File: config.mk
export PLATFORM = sky130hd
export DESIGN_NAME = stat_reg_group
export DESIGN_NICKNAME = d
export VERILOG_FILES = /design/src/rtl/stat_grp_pkg.sv /design/src/rtl/sgrp_cond_stage.sv /design/src/rtl/sgrp_event_store.sv /design/src/rtl/sgrp_enable_sum.sv /design/src/rtl/stat_reg_group.sv
export SDC_FILE = /design/constraint.sdc
export NUM_CORES = 1
export LEC_CHECK = 0
export ABC_AREA = 1
export BUFFER_PORTS_ARGS = -buffer_cell sky130_fd_sc_hd__buf_2
export CORE_UTILIZATION = 50
export DETAILED_ROUTE_END_ITERATION = 16
export PLACE_DENSITY_LB_ADDON = 0.08
export REMOVE_ABC_BUFFERS = 1
export SKIP_LAST_GASP = 1
export SYNTH_ARGS = -nofsm -noshare
export SYNTH_HDL_FRONTEND = slang
export SYNTH_HIERARCHICAL = 1
export SYNTH_SLANG_ARGS = --single-unit
File: constraint.sdc
create_clock -name clk -period 1.1 [get_ports clk]
set_clock_uncertainty 0.2 [all_clocks]
set_input_delay 0.055 -clock clk [delete_from_list [all_inputs] [get_ports clk]]
set_output_delay 0.055 -clock clk [all_outputs]
set_load 0.005 [all_outputs]
File: src/rtl/stat_grp_pkg.sv
package stat_grp_pkg;

    typedef enum logic [2:0] {
        OP_COND_RD = 3'd0,
        OP_EVT_RD  = 3'd1,
        OP_ENA_WR  = 3'd2,
        OP_ENA_RD  = 3'd3,
        OP_PRESET  = 3'd4,
        OP_CLEAR   = 3'd5
    } grp_op_e;

    localparam int OP_W = 3;

endpackage

File: src/rtl/sgrp_cond_stage.sv
module sgrp_cond_stage #(
    parameter int                 WIDTH     = 16,
    parameter logic [WIDTH-1:0]   IMPL_MASK = 16'h0301
) (
    input  logic             clk,
    input  logic             rst_n,
    input  logic [WIDTH-1:0] status_in,
    output logic [WIDTH-1:0] cond_q,
    output logic [WIDTH-1:0] rise
);

    typedef struct packed {
        logic [WIDTH-1:0] cond;
    } cond_st_t;

    cond_st_t         st_d, st_q;
    logic [WIDTH-1:0] live;

    // Only implemented positions see the input; the rest are constant 0.
    for (genvar gi = 0; gi < WIDTH; gi++) begin : g_bit
        if (IMPL_MASK[gi]) begin : g_on
            assign live[gi] = status_in[gi];
        end else begin : g_off
            assign live[gi] = 1'b0;
        end
    end

    always_comb begin
        st_d      = st_q;
        st_d.cond = live;
        rise      = live & ~st_q.cond;
    end

    always_ff @(posedge clk or negedge rst_n) begin
        if (!rst_n) st_q <= '0;
        else        st_q <= st_d;
    end

    assign cond_q = st_q.cond;

endmodule

File: src/rtl/sgrp_event_store.sv
module sgrp_event_store #(
    parameter int                 WIDTH     = 16,
    parameter logic [WIDTH-1:0]   IMPL_MASK = 16'h0301
) (
    input  logic             clk,
    input  logic             rst_n,
    input  logic [WIDTH-1:0] rise,
    input  logic             wipe,
    output logic [WIDTH-1:0] evt_q
);

    typedef struct packed {
        logic [WIDTH-1:0] evt;
    } evt_st_t;

    evt_st_t st_d, st_q;

    always_comb begin
        st_d = st_q;
        // A wipe removes old events; a rise on the same edge still lands.
        if (wipe) st_d.evt = '0;
        st_d.evt = (st_d.evt | rise) & IMPL_MASK;
    end

    always_ff @(posedge clk or negedge rst_n) begin
        if (!rst_n) st_q <= '0;
        else        st_q <= st_d;
    end

    assign evt_q = st_q.evt;

endmodule

File: src/rtl/sgrp_enable_sum.sv
module sgrp_enable_sum #(
    parameter int                 WIDTH     = 16,
    parameter logic [WIDTH-1:0]   IMPL_MASK = 16'h0301
) (
    input  logic             clk,
    input  logic             rst_n,
    input  logic             wr_en,
    input  logic [WIDTH-1:0] wr_data,
    input  logic             preset,
    input  logic [WIDTH-1:0] evt,
    output logic [WIDTH-1:0] ena_q,
    output logic             summary
);

    typedef struct packed {
        logic [WIDTH-1:0] ena;
    } ena_st_t;

    ena_st_t st_d, st_q;

    always_comb begin
        st_d = st_q;
        if (preset)     st_d.ena = '0;
        else if (wr_en) st_d.ena = wr_data & IMPL_MASK;
    end

    always_ff @(posedge clk or negedge rst_n) begin
        if (!rst_n) st_q <= '0;
        else        st_q <= st_d;
    end

    assign ena_q   = st_q.ena;
    assign summary = |(evt & st_q.ena);

endmodule

File: src/rtl/stat_reg_group.sv
module stat_reg_group
    import stat_grp_pkg::*;
#(
    parameter int                 WIDTH     = 16,
    parameter logic [WIDTH-1:0]   IMPL_MASK = 16'h0301
) (
    input  logic             clk,
    input  logic             rst_n,
    input  logic [WIDTH-1:0] status_in,
    input  logic             req_valid,
    input  logic [OP_W-1:0]  req_op,
    input  logic [WIDTH-1:0] req_wdata,
    output logic             rsp_valid,
    output logic [WIDTH-1:0] rsp_data,
    output logic             summary
);

    typedef struct packed {
        logic             vld;
        logic [WIDTH-1:0] data;
    } rsp_st_t;

    rsp_st_t          rsp_d, rsp_q;
    grp_op_e          op;
    logic [WIDTH-1:0] cond_q, evt_q, ena_q, rise;
    logic             do_cond_rd, do_evt_rd, do_ena_wr, do_ena_rd;
    logic             do_preset, do_clear;

    assign op = grp_op_e'(req_op);

    always_comb begin
        do_cond_rd = req_valid && (op == OP_COND_RD);
        do_evt_rd  = req_valid && (op == OP_EVT_RD);
        do_ena_wr  = req_valid && (op == OP_ENA_WR);
        do_ena_rd  = req_valid && (op == OP_ENA_RD);
        do_preset  = req_valid && (op == OP_PRESET);
        do_clear   = req_valid && (op == OP_CLEAR);
    end

    sgrp_cond_stage #(.WIDTH(WIDTH), .IMPL_MASK(IMPL_MASK)) u_cond (
        .clk       (clk),
        .rst_n     (rst_n),
        .status_in (status_in),
        .cond_q    (cond_q),
        .rise      (rise)
    );

    sgrp_event_store #(.WIDTH(WIDTH), .IMPL_MASK(IMPL_MASK)) u_evt (
        .clk   (clk),
        .rst_n (rst_n),
        .rise  (rise),
        .wipe  (do_evt_rd || do_clear),
        .evt_q (evt_q)
    );

    sgrp_enable_sum #(.WIDTH(WIDTH), .IMPL_MASK(IMPL_MASK)) u_ena (
        .clk     (clk),
        .rst_n   (rst_n),
        .wr_en   (do_ena_wr),
        .wr_data (req_wdata),
        .preset  (do_preset),
        .evt     (evt_q),
        .ena_q   (ena_q),
        .summary (summary)
    );

    always_comb begin
        rsp_d      = '0;
        rsp_d.vld  = do_cond_rd || do_evt_rd || do_ena_rd;
        if (do_cond_rd)     rsp_d.data = cond_q;
        else if (do_evt_rd) rsp_d.data = evt_q;
        else if (do_ena_rd) rsp_d.data = ena_q;
    end

    always_ff @(posedge clk or negedge rst_n) begin
        if (!rst_n) rsp_q <= '0;
        else        rsp_q <= rsp_d;
    end

    assign rsp_valid = rsp_q.vld;
    assign rsp_data  = rsp_q.data;

endmodule

# Yosys cells after proc, flatten, opt, wreduce, memory -nomap -nowiden
# Cells that the tools add are included.
# Widths: inputs -> output; s select.
# totals
input_bits	38
output_inout_bits	18
regBits	39
word_cells	32
# classes
eq_ne	5
reduce_logical	12
mux	6
bitwise_logic	4
# ops
cell	count
$mux 16	5
$and 10x16->16	1
$reduce_or 16->1	1
$and 10x10->10	1
$mux 10	1
$not 10->10	1
$or 10x10->10	1
$eq 3x2->1 const B	2
$eq 3x3->1 const B	2
$logic_and 1x1->1	6
$eq 3x1->1 const B	1
$logic_not 3->1	1
$logic_or 1x1->1	3
$reduce_bool 2->1	1

# Logic depth before layout (Yosys ltp)
# depth
ltp_word	5
ltp_mapped	7
ltp_nobuf	6

# Hierarchy
# Netlist, hierarchy kept.
# by_module_without_submodules
module	seq_area_each_um2	area_per_inst_um2	cells_each	n_inst
stat_reg_group	425.4	927.1	102	1
sgrp_cond_stage	75.1	304.0	36	1
sgrp_enable_sum	75.1	240.2	32	1
sgrp_event_store	75.1	214.0	27	1

# Least setup slack after synthesis
# No wires, ideal clock.
# synth_timing
kind	input to register
from	in req_op[2]
to	reg u_ena.st_q, in the netlist u_ena/ena_q[8]
setup_ns	0.117
slack_ns	-0.039
n_path_buf	1
arrival_ns	0.823
stages	6
cell_sequence	inv_2 -> buf_1 -> nor4_1 -> inv_1 -> nand3_1 -> nand2_1
# synth_via
elab_chain_cells	3
word_cells_on_any_way	6
# synth_lines
element	line_no	text
from (decl)	stat_reg_group.sv:11	input logic [OP_W-1:0] req_op,
$eq 3x3->1 (*)	stat_reg_group.sv:36	do_preset = req_valid && (op == OP_PRESET);
$logic_and 1x1->1 (*)	stat_reg_group.sv:36	
named net do_preset	stat_reg_group.sv:27	logic do_preset, do_clear;
$mux 16 or $reduce_bool 2->1 (tied branches)	n/a	
to (signal assigned)	sgrp_enable_sum.sv:29	else st_q <= st_d;
to (decl)	sgrp_enable_sum.sv:19	ena_st_t st_d, st_q;
# The timed path passes the listed nets; every way through them passes the cells marked *.
# A chain may end at the register's enable or synchronous reset.

# Worst setup path after layout
# layout_timing
from	reg u_evt.st_q, in the netlist u_evt/evt_q[0]
to	out summary
# layout_via
elab_chain_cells	2
# layout_lines
element	line_no	text
from (decl)	sgrp_event_store.sv:16	evt_st_t st_d, st_q;
from (signal assigned)	sgrp_event_store.sv:27	else st_q <= st_d;
$and 10x16->16	sgrp_enable_sum.sv:33	assign summary = |(evt & st_q.ena);
$reduce_or 16->1	sgrp_enable_sum.sv:33	
to (decl)	stat_reg_group.sv:15	output logic summary
# No other way between the ends.

==> run summary <==
clock slew at reported path FFs -> 150 ps
routability-driven placement congestion ratio -> 0.878
Die ar. -> 3400 um2
Hold Path Depth -> 5
Final Cycle Share -> 114%
Die Ht -> 58.4 um
ANT cells -> 0
post-route ant nets -> 0
via count -> 1232
total gr overflow -> 0
Crit Path Max Fanout -> 2
Post-DP Area -> 1700 um2
DR pass1 iterations -> 4
CTS max path bufs -> 2
largest net degree at the start of global routing -> 27
Remaining DRCs -> 0
Mapped Cells -> 184
endpoints failing hold -> 6
status -> finished, violations left
Fmax -> 798 MHz
Hold WC Path Type -> in2reg
core box area -> 3030 um2
WHS Endpoint -> u_ena/ena_q[9]
Leak -> 1.11 nW
Routed WL per cell -> 10.5 um
I/O Pins -> 56
CP endpoint kind -> primary output
later-pin clock latency in the skew report -> 320 ps
DR iter-0 viols -> 10
Syn. warnings -> 6
Detail Placement HPWL -> 1.99 mm
Tmin final -> 1250 ps
Critical Path RT -> 840 ps
failing checks -> hold timing, setup timing
Finished Core Util -> 64.7%
FF+latch area -> 651 um2
htree depth -> 1
startpoint types -> flip-flop
worst path arrival time -> 1000 ps
Final setup viols -> 2
maximum VDD drop -> 0.000476 V
clock sinks -> 26
Initial Utilization -> 52.4%
root buf cell -> clkbuf_4
first-pass GRT wire length -> 4.81 mm
R2R depth -> 4
RSZ-0062 raised after global routing -> yes
dpl cells -> 261
PnR worst setup slack -> -153 ps
Area Overhead vs Synth -> 23.4%
drt total wl -> 3.01 mm
hold wc startpoint -> req_valid
crit path kind -> reg2out
cell area power density -> 1000 nW/um2
initial antenna violation count -> 0
Port Buffer Count -> 29
vias per cell -> 4.31
Hold Worst Slack -> -81.1 ps
overall global routing resource usage -> 18.7%
reg2reg end -> rsp_data[0]
max_cap viols -> 0
fin area -> 1960 um2
Multi-input gate area -> 703 um2
Std-Cell Rows -> 20
Chip Width -> 58.4 um
FF-to-FF setup slack -> -70 ps
CTS Buf Count -> 3
mean post-synth cell area -> 8.63 um2
Fillers -> 273
CTS tree -> yes
share of post-route cells with drive strength above 1 -> 37.2%
final std cells w/o fill -> 286
Slew Limit Fails -> 0
vias in the first global route -> 1160
FF-to-FF Start -> u_evt/evt_q[0]
Cell Area, Synth -> 1590 um2
final net count -> 281
-- final cells by class --
cell class	instances	area share, %
repair buffers	64	23.9
well taps	44	2.81
multi-input cells	136	35.9
inverters	12	2.30
flip-flops and latches	26	33.2
clock buffers	4	1.85
-- routing by layer --
layer  up-vias  global-route usage, %  wire (um)
li1        643                      -          -
met1       556                   22.2       1330
met2        26                   32.3       1540
met3         7                   2.42         82
met4         0                   10.9         61
met5         -                      0          0
-- registers in the layout, indices dropped and copies added, names as in the netlist --
register,cells
rsp_data,16
u_cond/cond_q,3
u_ena/ena_q,3
u_evt/evt_q,3
rsp_valid,1
-- cell usage in the layout, fill, tap and decap left out, types with 3 or more instances in the layout --
cell and n:
nor2_4 3, dlygate4sd3_1 10, nand3_1 29, clkbuf_4 4
buf_2 28, conb_1 39, nand2_1 21, inv_2 4
inv_1 8, nand3_2 7, nor2_2 5, nand2_2 13
buf_4 22, nand4_1 16, dfrtp_1 26
-- worst max-delay path by stage --
stage	cells past startpoint	from	slack (ps)	endpoint
2_1_floorplan	5	req_op[2]	-0.002	rsp_data[0]
5_1_grt	3	u_evt/evt_q[0]	-230	summary
3_3_place_gp	6	req_op[0]	5	u_ena/ena_q[9]
3_5_place_dp	6	req_op[0]	-20	u_ena/ena_q[9]
4_1_cts	3	u_evt/evt_q[0]	-160	summary
6_report	3	u_evt/evt_q[0]	-150	summary
-- report_power, final --
part / internal [mW] / total, mW / switching [mW]
Combinational: 0.205 / 0.422 / 0.217
Clock: 0.202 / 0.497 / 0.295
Sequential: 1.02 / 1.04 / 0.0262
Total: 1.42 / 1.96 / 0.538
-- timing repair --
item,CTS,global route
resized for setup,0,5
endpoints found under the hold margin,38,4
hold buffers,10,2
endpoints found under the setup margin,5,53
pin swaps,4,2
buffers inserted,6,3
cloned,0,2
-- per-stage QoR --
| stage | setup TNS (ps) | worst slack [ps] | power, mW |
|---|---|---|---|
| after floorplan | -0.00200 | -0.00200 | 1.21 |
| after global placement | 0 | 5.05 | 1.37 |
| after detailed placement | -52.4 | -19.0 | 1.37 |
| after CTS | -1460 | -165 | 1.95 |
| after global routing | -672 | -228 | 2.07 |
| final | -227 | -153 | 1.96 |
-- critical path, stage by stage (launching register included) --
cell     delay (ps)
dfrtp_1         420
nand2_1          70
nand3_1          60
buf_2           120
Note: power is estimated with default switching activity, not from simulation.
